$ cat src/rtl/psl_pkg.sv
package psl_pkg;

   typedef enum logic {
      PSL_SONET = 1'b0,
      PSL_SDH   = 1'b1
   } psl_mode_e;

   // Integer scaling of a slope to a per-tick budget in LSB units.
   function automatic longint psl_scale(input longint num, input longint den, input bit nearest);
      if (nearest) return (num + den / 2) / den;
      return num / den;
   endfunction

endpackage

$ cat src/rtl/psl_budget.sv
module psl_budget #(
   parameter int W       = 16,
   parameter int B_SONET = 9,
   parameter int B_SDH   = 424
) (
   input  logic                mode,
   output logic signed [W-1:0] bud
);
   import psl_pkg::*;

   localparam logic signed [W-1:0] BS_ONET = W'(B_SONET);
   localparam logic signed [W-1:0] BS_DH   = W'(B_SDH);

   psl_mode_e md;
   assign md = psl_mode_e'(mode);

   generate
      if (B_SONET == B_SDH) begin : g_single
         assign bud = BS_ONET;
      end else begin : g_mux
         always_comb begin
            unique case (md)
               PSL_SDH: bud = BS_DH;
               default: bud = BS_ONET;
            endcase
         end
      end
   endgenerate

endmodule

$ cat src/rtl/psl_clamp.sv
module psl_clamp #(
   parameter int W  = 16,
   parameter int RW = 24
) (
   input  logic signed [RW-1:0] res,
   input  logic signed [W-1:0]  err,
   input  logic signed [W-1:0]  bud,
   output logic signed [W-1:0]  rel,
   output logic signed [RW-1:0] rem
);
   localparam int TW = RW + 1;
   localparam logic signed [TW-1:0] RES_MAX = {2'b00, {(RW-1){1'b1}}};

   logic signed [TW-1:0] total;
   logic signed [TW-1:0] budx;
   logic signed [TW-1:0] relx;
   logic signed [TW-1:0] remw;

   always_comb begin
      total = {res[RW-1], res} + {{(TW-W){err[W-1]}}, err};
      budx  = {{(TW-W){bud[W-1]}}, bud};
      if (total > budx)       relx = budx;
      else if (total < -budx) relx = -budx;
      else                    relx = total;
      remw = total - relx;
      if (remw > RES_MAX)       remw = RES_MAX;
      else if (remw < -RES_MAX) remw = -RES_MAX;
      rel = relx[W-1:0];
      rem = remw[RW-1:0];
   end

endmodule

$ cat src/rtl/phase_slope_limiter.sv
module phase_slope_limiter #(
   parameter int W              = 16,
   parameter int RW             = 24,
   parameter int LSB_PS         = 125,
   parameter int TICK_US        = 1326,
   parameter int SONET_PS_PER_S = 885000,
   parameter int SDH_STEP_PS    = 53000,
   parameter int SDH_WINDOW_US  = 1326,
   parameter bit ROUND_NEAREST  = 1'b0
) (
   input  logic                clk,
   input  logic                rst,
   input  logic                tick,
   input  logic                mode,
   input  logic signed [W-1:0] err_in,
   output logic signed [W-1:0] err_out,
   output logic                sat
);
   import psl_pkg::*;

   localparam longint B_SONET_L = psl_scale(longint'(SONET_PS_PER_S) * longint'(TICK_US),
                                            64'sd1000000 * longint'(LSB_PS), ROUND_NEAREST);
   localparam longint B_SDH_L   = psl_scale(longint'(SDH_STEP_PS) * longint'(TICK_US),
                                            longint'(SDH_WINDOW_US) * longint'(LSB_PS), ROUND_NEAREST);
   localparam int B_SONET = int'(B_SONET_L);
   localparam int B_SDH   = int'(B_SDH_L);

   generate
      if (RW <= W || RW > 31) begin : g_bad_rw
         $error("phase_slope_limiter: RW must exceed W and stay below 32");
      end
      if (B_SONET_L < 1 || B_SONET_L >= (64'sd1 <<< (W-1))) begin : g_bad_sonet
         $error("phase_slope_limiter: SONET budget out of range for W");
      end
      if (B_SDH_L < 1 || B_SDH_L >= (64'sd1 <<< (W-1))) begin : g_bad_sdh
         $error("phase_slope_limiter: SDH budget out of range for W");
      end
   endgenerate

   logic signed [W-1:0]  bud;
   logic signed [W-1:0]  rel;
   logic signed [RW-1:0] rem;
   logic signed [RW-1:0] res_q;
   logic                 sat_d;

   psl_budget #(
      .W      (W),
      .B_SONET(B_SONET),
      .B_SDH  (B_SDH)
   ) i_budget (
      .mode(mode),
      .bud (bud)
   );

   psl_clamp #(
      .W (W),
      .RW(RW)
   ) i_clamp (
      .res(res_q),
      .err(err_in),
      .bud(bud),
      .rel(rel),
      .rem(rem)
   );

   assign sat_d = ((rel == bud) || (rel == -bud)) && (rem != '0);

   always_ff @(posedge clk) begin
      if (rst) begin
         res_q   <= '0;
         err_out <= '0;
         sat     <= 1'b0;
      end else if (tick) begin
         res_q   <= rem;
         err_out <= rel;
         sat     <= sat_d;
      end
   end

endmodule

$ cat config.mk
export PLATFORM = sky130hd
export DESIGN_NAME = phase_slope_limiter
export DESIGN_NICKNAME = d
export VERILOG_FILES = /design/src/rtl/psl_pkg.sv /design/src/rtl/psl_budget.sv /design/src/rtl/psl_clamp.sv /design/src/rtl/phase_slope_limiter.sv
export SDC_FILE = /design/constraint.sdc
export NUM_CORES = 1
export LEC_CHECK = 0
export BUFFER_PORTS_ARGS = -buffer_cell sky130_fd_sc_hd__buf_2
export CAP_MARGIN = 20
export CELL_PAD_IN_SITES_DETAIL_PLACEMENT = 1
export CELL_PAD_IN_SITES_GLOBAL_PLACEMENT = 2
export CORE_MARGIN = 8
export CORE_UTILIZATION = 40
export DETAILED_ROUTE_END_ITERATION = 12
export PLACE_DENSITY = 0.93
export SETUP_SLACK_MARGIN = 0.05
export SYNTH_ARGS = -nofsm -noshare
export SYNTH_HDL_FRONTEND = slang
export SYNTH_SLANG_ARGS = --single-unit
$ cat constraint.sdc
create_clock -name clk -period 14.2 [get_ports clk]
set_clock_uncertainty 0.05 [all_clocks]
set_input_delay 2.84 -clock clk [delete_from_list [all_inputs] [get_ports clk]]
set_output_delay 2.84 -clock clk [all_outputs]
set_load 0.02 [all_outputs]
==> reports/qor.csv <==
stage;metric;value;unit
min_path;worstHoldEndpoint;err_out[13];
clocking;cts_tree;yes;
floorplan;io_pins;37;
detailed_routing;totalWireLength;21.4;mm
timing;hold_viol;0;
global_route;antenna_found_initial;0;
clocking;cts_buffers;5;
placement;gp_congestion;0.944;
global_route;grtUsageTotal;0.229;
synth;synth-edff-count;0;
clocking;postCtsHoldBufs;0;
floorplan;initial_core_util;0.405;
detailed_routing;dr.pass1.iters;5;
timing;rsz0062_at_grt;false;
clocking;clock-sinks;41;
setup_path;critPathBufInv;2;
setup_path;crit_path_max_incr_delay;600;ps
placement;hpwlAfterDp;16.9;mm
global_route;grt_max_degree;56;
clocking;cts_buffer_depth;2;
setup_path;critPathKind;in -> reg;
setup_path;cp_common_cell;a21oi_1;
timing;slew_headroom;0.381;
setup_path;crit_slowest_cell;o21ai_4;
detailed_routing;avgViaCountPerCell;6.57;
synth;async_flop_share;0;
floorplan;placementRows;44;
min_path;hold_depth;2;
layout;multi_input_area;0.00463;sq mm
synth;yosys_register_bits;41;
detailed_routing;initialDrtViolationCount;402;
setup_path;ff2ff_path_depth;32;
synth;synth_fp_nets;873;
timing;fin_crit_sh;0.837;
global_route;grt_pass1_vias;6395;
min_path;holdCritStartpoint;err_out[13];
detailed_routing;vias;6449;
timing;min_period;11890;ps
clocking;postCtsSetupRepairBufs;0;
synth;ys.flop_type;dfxtp_1;
detailed_routing;drcViolationCount;0;
synth;synth.yosys.seq_area_share;0.141;
setup_path;required;14390;ps
layout;n_fill_cell;1860;
floorplan;die_h;137;um
layout;diodes;0;
setup_path;cp_max_fo;36;
setup_path;worst-r2r-setup-slack;4630;ps
clocking;clkSlewWorstSetupHoldPaths;70;ps
global_route;grt_overflow;0;
job;maxCapViolCount;0;
detailed_routing;ant_nets;0;
clocking;htree_levels;2;
setup_path;cp_top_family;compound AO/OA/AOI/OAI gates;
floorplan;die_w;137;um
floorplan;die_area;0.0187;sq mm
layout;drive_gt1_frac;0.107;
synth;netlist_instances;797;
setup_path;start_kind;input pin;
min_path;hold_class;reg -> reg;
setup_path;end_kind;flop;
synth;ys_warn_count;0;
timing;setup_tns;0;ps
synth;syn-cell-area;0.00584;sq mm
layout;fin_nets;872;
synth;avgSynthCellArea;7.33;sq um
setup_path;arrival;12080;ps
clocking;clockRootBuffer;clkbuf_16;
timing;slew_viol_final;0;
floorplan;fp.coreArea;0.0144;sq mm
setup_path;r2r-start;res_q[2];
timing;fmax;84.1;MHz
layout;regArea;821;sq um
placement;io_buffers;36;
timing;setup_violations;0;
clocking;cts_resized;0;
run_status;outcome;finished, final reports clean;
timing;worstMarginPinSlew;929;ps
global_route;grt_pass1_wl;34.4;mm
detailed_routing;wl_per_cell;21.9;um
clocking;clock_latency;290;ps
synth;synth.distinct_cells;89;
layout;area_growth_syn_to_layout;5.74;%
setup_path;r2r_end;res_q[0];
## through the flow
| step | setup slack [ps] | cell area [sq um] | hold WS, ps | utilization | cells |
|---|---|---|---|---|---|
| 4_1_cts | 2410 | 6170 | 425 | 0.428 | 981 |
| 3_5_place_dp | 2170 | 6000 | 408 | 0.416 | 973 |
| 2_1_floorplan | 3940 | 5840 | 415 | - | 797 |
| 5_1_grt | 1680 | 6170 | 445 | 0.428 | 981 |
| 6_report | 2310 | 6170 | 418 | 0.428 | 981 |
| 3_3_place_gp | 2630 | 5990 | 402 | 0.415 | 972 |
## worst max-delay path by stage
| stage | startpoint | endpoint | slack, ps | depth (start not counted) |
|---|---|---|---|---|
| final | err_in[2] | res_q[0] | 2310 | 33 |
| after global routing | err_in[2] | res_q[0] | 1680 | 33 |
| after CTS | err_in[2] | res_q[0] | 2410 | 33 |
| after detailed placement | err_in[2] | res_q[0] | 2170 | 34 |
| after global placement | err_in[2] | res_q[0] | 2630 | 36 |
| after floorplan | err_in[2] | res_q[6] | 3940 | 36 |
## cell usage in the layout (no fill, tap or decap), drive strengths merged, types with 18 or more instances in the layout
cell / instances
nor2: 65
nand2: 54
a21oi: 90
a21o: 23
o21ai: 81
nand3: 26
buf: 39
dfxtp: 41
inv: 29
ha: 54
nor3: 22
o221a: 18
## logic make-up after synthesis
logic type | after synthesis | synth area share
buffers and inverters | 78 | 0.0677
xor gates and xnor gates | 31 | 0.0465
adders and majority gates | 57 | 0.125
muxes | 9 | 0.0161
DFF | 41 | 0.141
and+or+nand+nor | 265 | 0.239
AOI/OAI and AO/OA | 316 | 0.366
## worst min-delay path, stage by stage (launching register included)
cell and delay (ps):
dfxtp_1 310, nand2_1 60, a21oi_1 50
## routing by layer
layer / track usage / wire length (um)
met1: 0.306 / 10100
met2: 0.376 / 9830
met3: 0.0272 / 959
met4: 0.0754 / 573
met5: 0 / 0
## registers in the layout, summed over array words and instances (netlist names)
| signal | flops |
|---|---|
| sat | 1 |
| res_q | 24 |
| err_out | 16 |
## cell usage after synthesis, types with 7 or more instances
master	instances	area (sq um)
a21oi_1	88	440
o21ai_0	67	335
nor2_1	65	244
ha_1	54	676
nand2_1	52	195
dfxtp_1	41	821
inv_1	27	101
nand3_1	25	125
a21o_1	23	173
clkbuf_1	22	82.6
nor3_1	21	105
xor2_1	17	149
a211oi_1	16	120
and2_1	15	93.8
xnor2_1	14	123
o21ai_1	12	60.1
and3_1	11	68.8
nand4_1	11	68.8
o221a_1	11	124
a31oi_1	10	62.6
o211ai_1	10	75.1
buf_2	9	45.0
nor2b_1	9	56.3
or2_2	9	56.3
or3_1	9	56.3
buf_6	8	90.1
mux2i_1	8	80.1
nor4_1	7	43.8
o221a_2	7	78.8
## final cells by class
| cell class | instances | area share |
|---|---|---|
| Multi-Input combinational cell | 678 | 0.749 |
| Tap cell | 184 | 0.0373 |
| Sequential cell | 41 | 0.133 |
| Clock buffer | 7 | 0.0231 |
| Timing Repair Buffer | 39 | 0.0334 |
| Clock inverter | 1 | 0.00486 |
| Inverter | 31 | 0.0188 |
Power is not shown: default switching activity piles up to over one toggle a cycle in this logic, so the estimate is an artifact.
